### src/rtl/mul16_pkg.sv
package mul16_pkg;
    localparam int unsigned DIGIT_BITS = 4;

    typedef enum logic [1:0] {
        MODE_HALF = 2'b00,
        MODE_FULL = 2'b01,
        MODE_SIG  = 2'b10,
        MODE_ALT  = 2'b11
    } mode_e;

    typedef enum logic [1:0] {
        ST_IDLE = 2'b00,
        ST_RUN  = 2'b01,
        ST_WB   = 2'b10
    } state_e;

    // digit iterations needed for a given mode and operand width
    function automatic int unsigned iter_count(input mode_e m, input int unsigned w);
        return (m == MODE_HALF) ? w / (2 * DIGIT_BITS) : w / DIGIT_BITS;
    endfunction
endpackage

### src/rtl/mul16_digit_add.sv
module mul16_digit_add
    import mul16_pkg::*;
#(
    parameter int unsigned PW = 128
) (
    input  logic [PW-1:0]         acc,
    input  logic [PW-1:0]         mcand,
    input  logic [DIGIT_BITS-1:0] digit,
    output logic [PW-1:0]         sum
);
    localparam int unsigned NPAIR = DIGIT_BITS / 2;

    logic [PW-1:0] term [DIGIT_BITS];
    logic [PW-1:0] pair [NPAIR];

    // one conditionally shifted multiplicand copy per digit bit
    for (genvar i = 0; i < DIGIT_BITS; i++) begin : g_term
        assign term[i] = digit[i] ? (mcand << i) : '0;
    end

    // first level of the tree adds neighbouring copies
    for (genvar j = 0; j < NPAIR; j++) begin : g_pair
        assign pair[j] = term[2*j] + term[2*j+1];
    end

    always_comb begin
        sum = acc;
        for (int k = 0; k < NPAIR; k++) begin
            sum = sum + pair[k];
        end
    end
endmodule

### src/rtl/mul16_ctrl.sv
module mul16_ctrl
    import mul16_pkg::*;
#(
    parameter int unsigned W = 64
) (
    input  logic  clk,
    input  logic  rst,
    input  logic  start,
    input  mode_e mode,
    output logic  busy,
    output logic  done,
    output logic  load,
    output logic  step
);
    localparam int unsigned MAX_IT = W / DIGIT_BITS;
    localparam int unsigned CW     = $clog2(MAX_IT + 1);

    state_e        state;
    logic [CW-1:0] cnt;

    assign busy = (state != ST_IDLE);
    assign load = (state == ST_IDLE) && start;
    assign step = (state == ST_RUN);

    always_ff @(posedge clk) begin
        if (rst) begin
            state <= ST_IDLE;
            cnt   <= '0;
            done  <= 1'b0;
        end else begin
            done <= 1'b0;
            unique case (state)
                ST_IDLE: if (start) begin
                    state <= ST_RUN;
                    cnt   <= CW'(iter_count(mode, W));
                end
                ST_RUN: begin
                    cnt <= cnt - 1'b1;
                    if (cnt == CW'(1)) state <= ST_WB;
                end
                ST_WB: begin
                    state <= ST_IDLE;
                    done  <= 1'b1;
                end
                default: state <= ST_IDLE;
            endcase
        end
    end

    a_r2_busy_after_start: assert property (@(posedge clk) disable iff (rst)
        (!busy && start) |=> busy);
    a_r7_single_pulse: assert property (@(posedge clk) disable iff (rst)
        done |=> !done);
    a_r2_idle_on_done: assert property (@(posedge clk) disable iff (rst)
        done |-> !busy);
    a_r9_no_restart: assert property (@(posedge clk) disable iff (rst)
        (step && cnt > CW'(1)) |=> (step && cnt == $past(cnt) - 1'b1));
    a_r3_count_range: assert property (@(posedge clk) disable iff (rst)
        step |-> (cnt != '0 && cnt <= CW'(MAX_IT)));
endmodule

### src/rtl/mul16_iter.sv
module mul16_iter
    import mul16_pkg::*;
#(
    parameter int unsigned W     = 64,
    parameter int unsigned SIG_W = 53
) (
    input  logic           clk,
    input  logic           rst,
    input  logic           start,
    input  logic [1:0]     mode,
    input  logic [W-1:0]   op_a,
    input  logic [W-1:0]   op_b,
    output logic           busy,
    output logic           done,
    output logic [2*W-1:0] product
);
    localparam int unsigned PW = 2 * W;
    localparam logic [W-1:0] HALF_MASK = {{(W - W/2){1'b0}}, {(W/2){1'b1}}};
    localparam logic [W-1:0] SIG_MASK  = {{(W - SIG_W){1'b0}}, {SIG_W{1'b1}}};

    mode_e         mode_q;
    logic          load, step;
    logic [W-1:0]  mask;
    logic [PW-1:0] acc, mcand, acc_next;
    logic [W-1:0]  mplier;

    assign mode_q = mode_e'(mode);

    always_comb begin
        unique case (mode_q)
            MODE_HALF: mask = HALF_MASK;
            MODE_SIG:  mask = SIG_MASK;
            default:   mask = '1;
        endcase
    end

    mul16_ctrl #(.W(W)) u_ctrl (
        .clk   (clk),
        .rst   (rst),
        .start (start),
        .mode  (mode_q),
        .busy  (busy),
        .done  (done),
        .load  (load),
        .step  (step)
    );

    mul16_digit_add #(.PW(PW)) u_add (
        .acc   (acc),
        .mcand (mcand),
        .digit (mplier[DIGIT_BITS-1:0]),
        .sum   (acc_next)
    );

    always_ff @(posedge clk) begin
        if (rst) begin
            acc     <= '0;
            mcand   <= '0;
            mplier  <= '0;
            product <= '0;
        end else begin
            if (load) begin
                acc    <= '0;
                mcand  <= {{W{1'b0}}, op_a & mask};
                mplier <= op_b & mask;
            end else if (step) begin
                acc    <= acc_next;
                mcand  <= mcand << DIGIT_BITS;
                mplier <= mplier >> DIGIT_BITS;
            end
            if (busy && !step) product <= acc;
        end
    end

    a_r8_product_hold: assert property (@(posedge clk) disable iff (rst)
        !$stable(product) |-> done);
    a_r3_zero_digits_idle_add: assert property (@(posedge clk) disable iff (rst)
        (step && mplier == '0) |=> $stable(acc));
endmodule

### config.mk
export PLATFORM = sky130hd
export DESIGN_NAME = mul16_iter
export DESIGN_NICKNAME = d
export VERILOG_FILES = /design/src/rtl/mul16_pkg.sv /design/src/rtl/mul16_digit_add.sv /design/src/rtl/mul16_ctrl.sv /design/src/rtl/mul16_iter.sv
export SDC_FILE = /design/constraint.sdc
export NUM_CORES = 2
export LEC_CHECK = 0
export BUFFER_PORTS_ARGS = -buffer_cell sky130_fd_sc_hd__clkbuf_2
export CAP_MARGIN = 20
export CORE_MARGIN = 3
export CORE_UTILIZATION = 45
export CTS_BUF_LIST = sky130_fd_sc_hd__clkbuf_2
export DETAILED_ROUTE_END_ITERATION = 8
export PLACE_DENSITY_LB_ADDON = 0.15
export SKIP_CTS_REPAIR_TIMING = 1
export SLEW_MARGIN = 20
export SYNTH_ARGS = -nofsm -noshare
export SYNTH_HDL_FRONTEND = slang
export SYNTH_HIERARCHICAL = 1
export SYNTH_SLANG_ARGS = --single-unit
### constraint.sdc
create_clock -name clk -period 6.51 [get_ports clk]
set_input_delay 0.651 -clock clk [delete_from_list [all_inputs] [get_ports clk]]
set_output_delay 0.651 -clock clk [all_outputs]
set_load 0.02 [all_outputs]
Yosys cells after proc, flatten, opt, wreduce, memory -nomap -nowiden
Index checks and enable logic that the tools add are counted.
{"block": "totals", "ff_bits": 456, "inputBits": 133, "output_inout_bits": 130, "elab_cells": 48}
{"block": "classes", "addsub": 5, "n_eq_ne": 6, "muxes": 16, "bitwise": 2, "n_reduce_logical": 11}
{"operator": "$add 128x128->128", "n": 4}
{"operator": "$mux 128", "n": 4}
{"operator": "$mux 64", "n": 4}
{"operator": "$and 64x64->64", "n": 2}
{"operator": "$pmux 64 s2", "n": 1}
{"operator": "$mux 5", "n": 2}
{"operator": "$pmux 5 s2", "n": 1}
{"operator": "$reduce_bool 2->1", "n": 3}
{"operator": "$eq 5x1->1 const B", "n": 1}
{"operator": "$sub 5x1->5 const B", "n": 1}
{"operator": "$eq 2x2->1 const B", "n": 2}
{"operator": "$logic_not 2->1", "n": 2}
{"operator": "$mux 2", "n": 2}
{"operator": "$pmux 2 s2", "n": 1}
{"operator": "$reduce_and 2->1", "n": 2}
{"operator": "$eq 2x1->1 const B", "n": 1}
{"operator": "$logic_and 1x1->1", "n": 2}
{"operator": "$ne 2x1->1 const B", "n": 1}
{"operator": "$ne 2x2->1 const B", "n": 1}
{"operator": "$reduce_or 2->1", "n": 1}
{"operator": "$logic_not 1->1", "n": 1}
{"operator": "$mux 1", "n": 1}

Depth between registers and ports, before layout
{"block": "depth", "word_depth": 4, "mapped_depth": 25, "mapped_depth_nobuf": 20}

By module
The synthesis kept the hierarchy.
{"module": "mul16_digit_add", "instances": 1, "cells_per_inst": 3056, "area_each_um2": 21551.9, "seq_area_each_um2": 0.0}
{"module": "mul16_iter", "instances": 1, "cells_per_inst": 1737, "area_each_um2": 17036.3, "seq_area_each_um2": 8968.6}
{"module": "mul16_ctrl", "instances": 1, "cells_per_inst": 50, "area_each_um2": 429.2, "seq_area_each_um2": 160.2}

Worst setup path before layout
Ideal clock, no wire load.
{"block": "synth_path", "kind": "register -> register", "from": "reg mplier[2]", "to": "reg acc[121]", "setup_ps": 128, "arrival_ps": 5451, "t_required_ps": 6382, "path_slack_ps": 931, "path_stages_with_launch": 23, "path_buffers": 3, "synth_period_minus_slack_ps": 5579, "path_cell_list": "dfxtp_1 > clkbuf_1 > clkbuf_1 > clkbuf_1 > nand2_1 > fa_1 > fa_1 > fa_1 > inv_1 > ha_1 > fa_1 > a211oi_1 > nor4_2 > o2111ai_2 > a31oi_4 > a311oi_2 > o41ai_4 > a21oi_4 > o21ai_2 > a2111oi_0 > a211oi_1 > mux2i_1 > nor2_1"}
{"block": "synth_between", "elab_chain_len": 3}
{"element": "from (decl)", "line_no": "mul16_iter.sv:25", "text": "logic [W-1:0] mplier;"}
{"element": "from (signal assigned)", "line_no": "mul16_iter.sv:65", "text": "mplier <= op_b & mask;"}
{"element": "from (signal assigned)", "line_no": "mul16_iter.sv:69", "text": "mplier <= mplier >> DIGIT_BITS;"}
{"element": "$mux 128", "line_no": "mul16_digit_add.sv:18", "text": "assign term[i] = digit[i] ? (mcand << i) : '0;"}
{"element": "$add 128x128->128", "line_no": "mul16_digit_add.sv:23", "text": "assign pair[j] = term[2*j] + term[2*j+1];"}
{"element": "$add 128x128->128", "line_no": "mul16_digit_add.sv:29", "text": "sum = sum + pair[k];"}
{"element": "named net acc_next[121]", "line_no": "mul16_iter.sv:24", "text": "logic [PW-1:0] acc, mcand, acc_next;"}
{"element": "to (signal assigned)", "line_no": "mul16_iter.sv:67", "text": "acc <= acc_next;"}
{"element": "to (decl)", "line_no": "mul16_iter.sv:24"}
The timed path passes the listed nets, and every way through them passes these cells.
A chain may end at the register's enable or synchronous reset.

Worst setup path after layout
{"block": "layout_path", "from": "reg mplier[2]", "to": "reg acc[126]"}
The elaborated chain is that of the path after synthesis.

==> summary.md <==
### Outcome
- run status: completed

### Worst hold path
- Worst Hold Depth: 4
- Hold Startpoint: op_a[10]
- kind of path behind the tightest hold check: input pin to register
- Endpoint, Worst Hold: mcand[10]$_SDFFE_PP0P_

### Timing
- Period Utilization, post-route: 0.957
- final count of negative-setup-slack endpoints: 0
- Slew Limit Headroom: 0.267
- setup repair after global routing missed its margin: false
- slew at the pin closest to its max-slew limit: 1.10 ns
- clock skew after layout: 0.106 ns
- number of hold-slack violations in the final timing report: 0
- minimum clock period after layout: 6.23 ns
- Worst Slack Setup Final: 0.279 ns
- hold slack final: 0.120 ns
- count of final max-slew check failures: 0
- highest attainable clock frequency: 160 MHz
- final sum of negative setup slack: 0 ns

### Power and ir drop
- power dissipated by switching net loads: 2.15 mW
- proportion of total power due to net switching: 0.341
- power share of the combinational group: 0.179
- Reg power frac: 0.471
- static leakage: 20.8 nW
- power density over the cells: 139 nW/um^2
- worst IR drop on VDD: 0.190 mV
- Internal Power: 4.15 mW
- Clk pwr share: 0.350
- overall power after layout: 6.31 mW

### Layout
- share of final-layout standard cells stronger than drive strength 1: 0.111
- core utilization of the finished layout: 0.529
- most used cells in the layout excluding fill and tap cells: sky130_fd_sc_hd__inv_1 (808), sky130_fd_sc_hd__nand2_1 (777), sky130_fd_sc_hd__dfxtp_1 (452), sky130_fd_sc_hd__clkbuf_2 (450), sky130_fd_sc_hd__nor2_1 (393)
- synth-to-layout area growth: 16.0%
- non-filler instance count after layout: 6584
- commonest non-fill, non-tap cell in the layout: sky130_fd_sc_hd__inv_1
- post-route cell area: 45300 um^2
- number of nets in the layout: 5985

### Placed design
- number of input and output port buffers inserted: 262
- placed cell count: 6039
- cell area after placement: 41000 um^2
- half-perimeter wire length of the detailed placement result: 84400 um
- weighted congestion reported at the end of routability-driven placement: 0.950
- Placement Setup Slack: -0.276 ns

### Clock network
- Clk Tree Root Cell: sky130_fd_sc_hd__clkbuf_2
- Sink Count: 456
- CTS tree: built
- number of levels the H-tree was split into: 4
- Num CTS Buffers: 137
- clock slew at reported path FFs: 0.11 ns
- clock insertion delay at the later pin of the skew report: 1.39 ns
- CTS max path bufs: 3

### Critical path
- crit path capture type: register
- reg-to-reg critical path startpoint: mplier[2]$_SDFFE_PP0P_
- cell count of the worst reg-to-reg path: 21
- worst setup path class: register to register
- highest cell delay on the worst timing path: 0.71 ns
- dominant delay contributor by cell family on the critical path: compound AO/OA/AOI/OAI gates
- cells along the critical path: buf_12 > nand2_1 > fa_1 > inv_1 > fa_1 > inv_1 > fa_1 > inv_1 > ha_1 > a21oi_1 > o21ai_0 > a21oi_1 > o21ai_0 > a211oi_1 > o221ai_1 > nor3_4 > o21bai_1 > a21oi_1 > xnor2_1 > mux2i_1 > nor2_1
- buffer and inverter count on the worst path: 4
- Worst R2R Setup Slack: 0.28 ns
- largest fanout on the critical path: 63
- Crit Reg-Reg Endpoint: acc[126]$_SDFFE_PP0P_
- Setup crit start kind: register
- arrival time at the worst endpoint: 7.37 ns
- data required time of the critical path: 7.65 ns
- count of cell instances traversed by the critical path: 21
- cell type of the slowest stage on the worst timing path: sky130_fd_sc_hd__a211oi_1

### Synthesis
- post-synth cell types: 88
- register bit count reported by yosys: 456
- number of instances in the synthesized netlist: 4843
- ys flop type: sky130_fd_sc_hd__dfxtp_1
- average cell area after synthesis: 8.06 um^2
- cell area after synthesis: 39000 um^2
- number of warnings issued by yosys: 6
- fraction of the yosys area taken by sequential cells: 0.234
- number of enable-type register cells in the synthesized netlist: 0
- nets in the synthesized netlist: 5481
- asr flop ratio synth: 0

### Global route
- via count of the first global-routing pass: 32906
- largest net degree at the start of global routing: 153
- GRT Total Usage: 0.250
- antenna violations before repair: 2
- wire length of the first global-routing pass: 182000 um
- remaining global-route overflow: 0

### Drt
- routed wirelength normalized by instance count: 17.8 um
- Residual DRC: 0
- Detailed Route Iter0 Violations: 1962
- count of vias placed by the detailed router: 34326
- remaining antenna violation count after routing: 0
- total wire length: 117000 um
- number of optimization iterations in the first detailed-route pass: 5
- via-per-instance ratio: 5.21

### Floorplan
- starting density of the core: 0.456
- die span in x: 300 um
- height of the die: 300 um
- I/O pin count: 263
- Die Footprint: 90300 um^2
- row cnt: 107
- Placeable Area: 85500 um^2

### Flow run
- Max-cap violations: 0

[metal layers]
layer | track usage | vias up | part of all wire
met5 | 0 | - | 0.00011
met4 | 0.0799 | 2 | 0.028
met3 | 0.0559 | 195 | 0.061
met2 | 0.383 | 1009 | 0.45
met1 | 0.351 | 16641 | 0.46
li1 | - | 16479 | -
[cell families (layout without fill, tap and decap cells)]
logic type | Yosys count | in the layout | share of synthesized area
AO/OA/AOI/OAI | 758 | 758 | 0.123
adder cells (fa/ha/maj) | 505 | 505 | 0.234
XOR/XNOR | 123 | 123 | 0.0276
other | 0 | 2 | 0
multiplexers | 345 | 345 | 0.0903
flip-flops | 456 | 456 | 0.234
AND/OR/NAND/NOR | 1590 | 1590 | 0.180
buffers and inverters | 1066 | 1661 | 0.111
[power groups by stage]
stage / registers [mW] / logic, mW / clock network (mW)
floorplan: 2.98 / 0.731 / 0
CTS: 2.97 / 0.945 / 2.32
detailed placement: 3.03 / 0.941 / 0
global route: 2.98 / 1.24 / 2.46
finish: 2.97 / 1.13 / 2.21
global placement: 3.03 / 0.936 / 0
[worst max path at each step]
| stage | start | endpoint |
|---|---|---|
| 2_1_floorplan | mplier[2]$_SDFFE_PP0P_ | acc[121]$_SDFFE_PP0P_ |
| 3_3_place_gp | mplier[2]$_SDFFE_PP0P_ | acc[120]$_SDFFE_PP0P_ |
| 3_5_place_dp | mplier[2]$_SDFFE_PP0P_ | acc[120]$_SDFFE_PP0P_ |
| 4_1_cts | mplier[2]$_SDFFE_PP0P_ | acc[120]$_SDFFE_PP0P_ |
| 5_1_grt | mplier[2]$_SDFFE_PP0P_ | acc[126]$_SDFFE_PP0P_ |
| 6_report | mplier[2]$_SDFFE_PP0P_ | acc[126]$_SDFFE_PP0P_ |
[cell usage after synthesis, types with 8 or more instances]
master / count / area (um^2)
sky130_fd_sc_hd__inv_1: 809 / 3040
sky130_fd_sc_hd__o21bai_1: 36 / 270
sky130_fd_sc_hd__ha_1: 129 / 1610
sky130_fd_sc_hd__clkbuf_1: 162 / 608
sky130_fd_sc_hd__nand2b_1: 9 / 56.3
sky130_fd_sc_hd__nor3b_1: 9 / 67.6
sky130_fd_sc_hd__nand4_1: 66 / 413
sky130_fd_sc_hd__nor2b_1: 42 / 263
sky130_fd_sc_hd__o21ai_1: 30 / 150
sky130_fd_sc_hd__o21ai_0: 101 / 505
sky130_fd_sc_hd__mux2_2: 36 / 405
sky130_fd_sc_hd__mux2i_1: 288 / 2880
sky130_fd_sc_hd__and2_1: 169 / 1060
sky130_fd_sc_hd__xnor2_1: 80 / 701
sky130_fd_sc_hd__buf_6: 25 / 282
sky130_fd_sc_hd__fa_1: 376 / 7530
sky130_fd_sc_hd__xor2_1: 43 / 377
sky130_fd_sc_hd__a211oi_1: 46 / 345
sky130_fd_sc_hd__mux2_1: 21 / 236
sky130_fd_sc_hd__a21oi_1: 335 / 1680
sky130_fd_sc_hd__or3_1: 11 / 68.8
sky130_fd_sc_hd__buf_4: 27 / 203
sky130_fd_sc_hd__o2bb2ai_1: 37 / 324
sky130_fd_sc_hd__o21a_1: 17 / 128
sky130_fd_sc_hd__o221ai_1: 9 / 78.8
sky130_fd_sc_hd__nor2_1: 394 / 1480
sky130_fd_sc_hd__nor3_1: 40 / 200
sky130_fd_sc_hd__a21o_1: 38 / 285
sky130_fd_sc_hd__nand2_1: 777 / 2920
sky130_fd_sc_hd__dfxtp_1: 456 / 9130
sky130_fd_sc_hd__nor4_1: 14 / 87.6
sky130_fd_sc_hd__a31oi_1: 15 / 93.8
sky130_fd_sc_hd__nand3_1: 25 / 125
sky130_fd_sc_hd__o31ai_1: 14 / 105
sky130_fd_sc_hd__a2bb2oi_1: 8 / 70.1
sky130_fd_sc_hd__buf_2: 42 / 210
[cell type report]
cell class,instances,area [um^2]
fillers,8340,40300
multi-input cells,3321,25600
flip-flops and latches,456,9140
repair buffers,622,4890
inverters,809,3040
well taps,1144,1430
clock buffers,189,946
clock inverters,41,221
diodes,2,5.00
[worst register-to-register path, delay by kind of cell (launching register included)]
family,cells,cell delay [ns]
compound gates,8,2.23
fa+ha+maj,4,1.88
simple gates,3,0.64
flops,1,0.59
buf+inv,4,0.44
mux,1,0.13
xor+xnor,1,0.09
[flip-flops by register name, indices dropped and copies added, names as in the netlist]
signal	flops
acc	128
mcand	128
mplier	64
product	128
u_ctrl/cnt	5
u_ctrl/done	1
u_ctrl/state	2
Note: power is estimated with default switching activity, not from simulation.
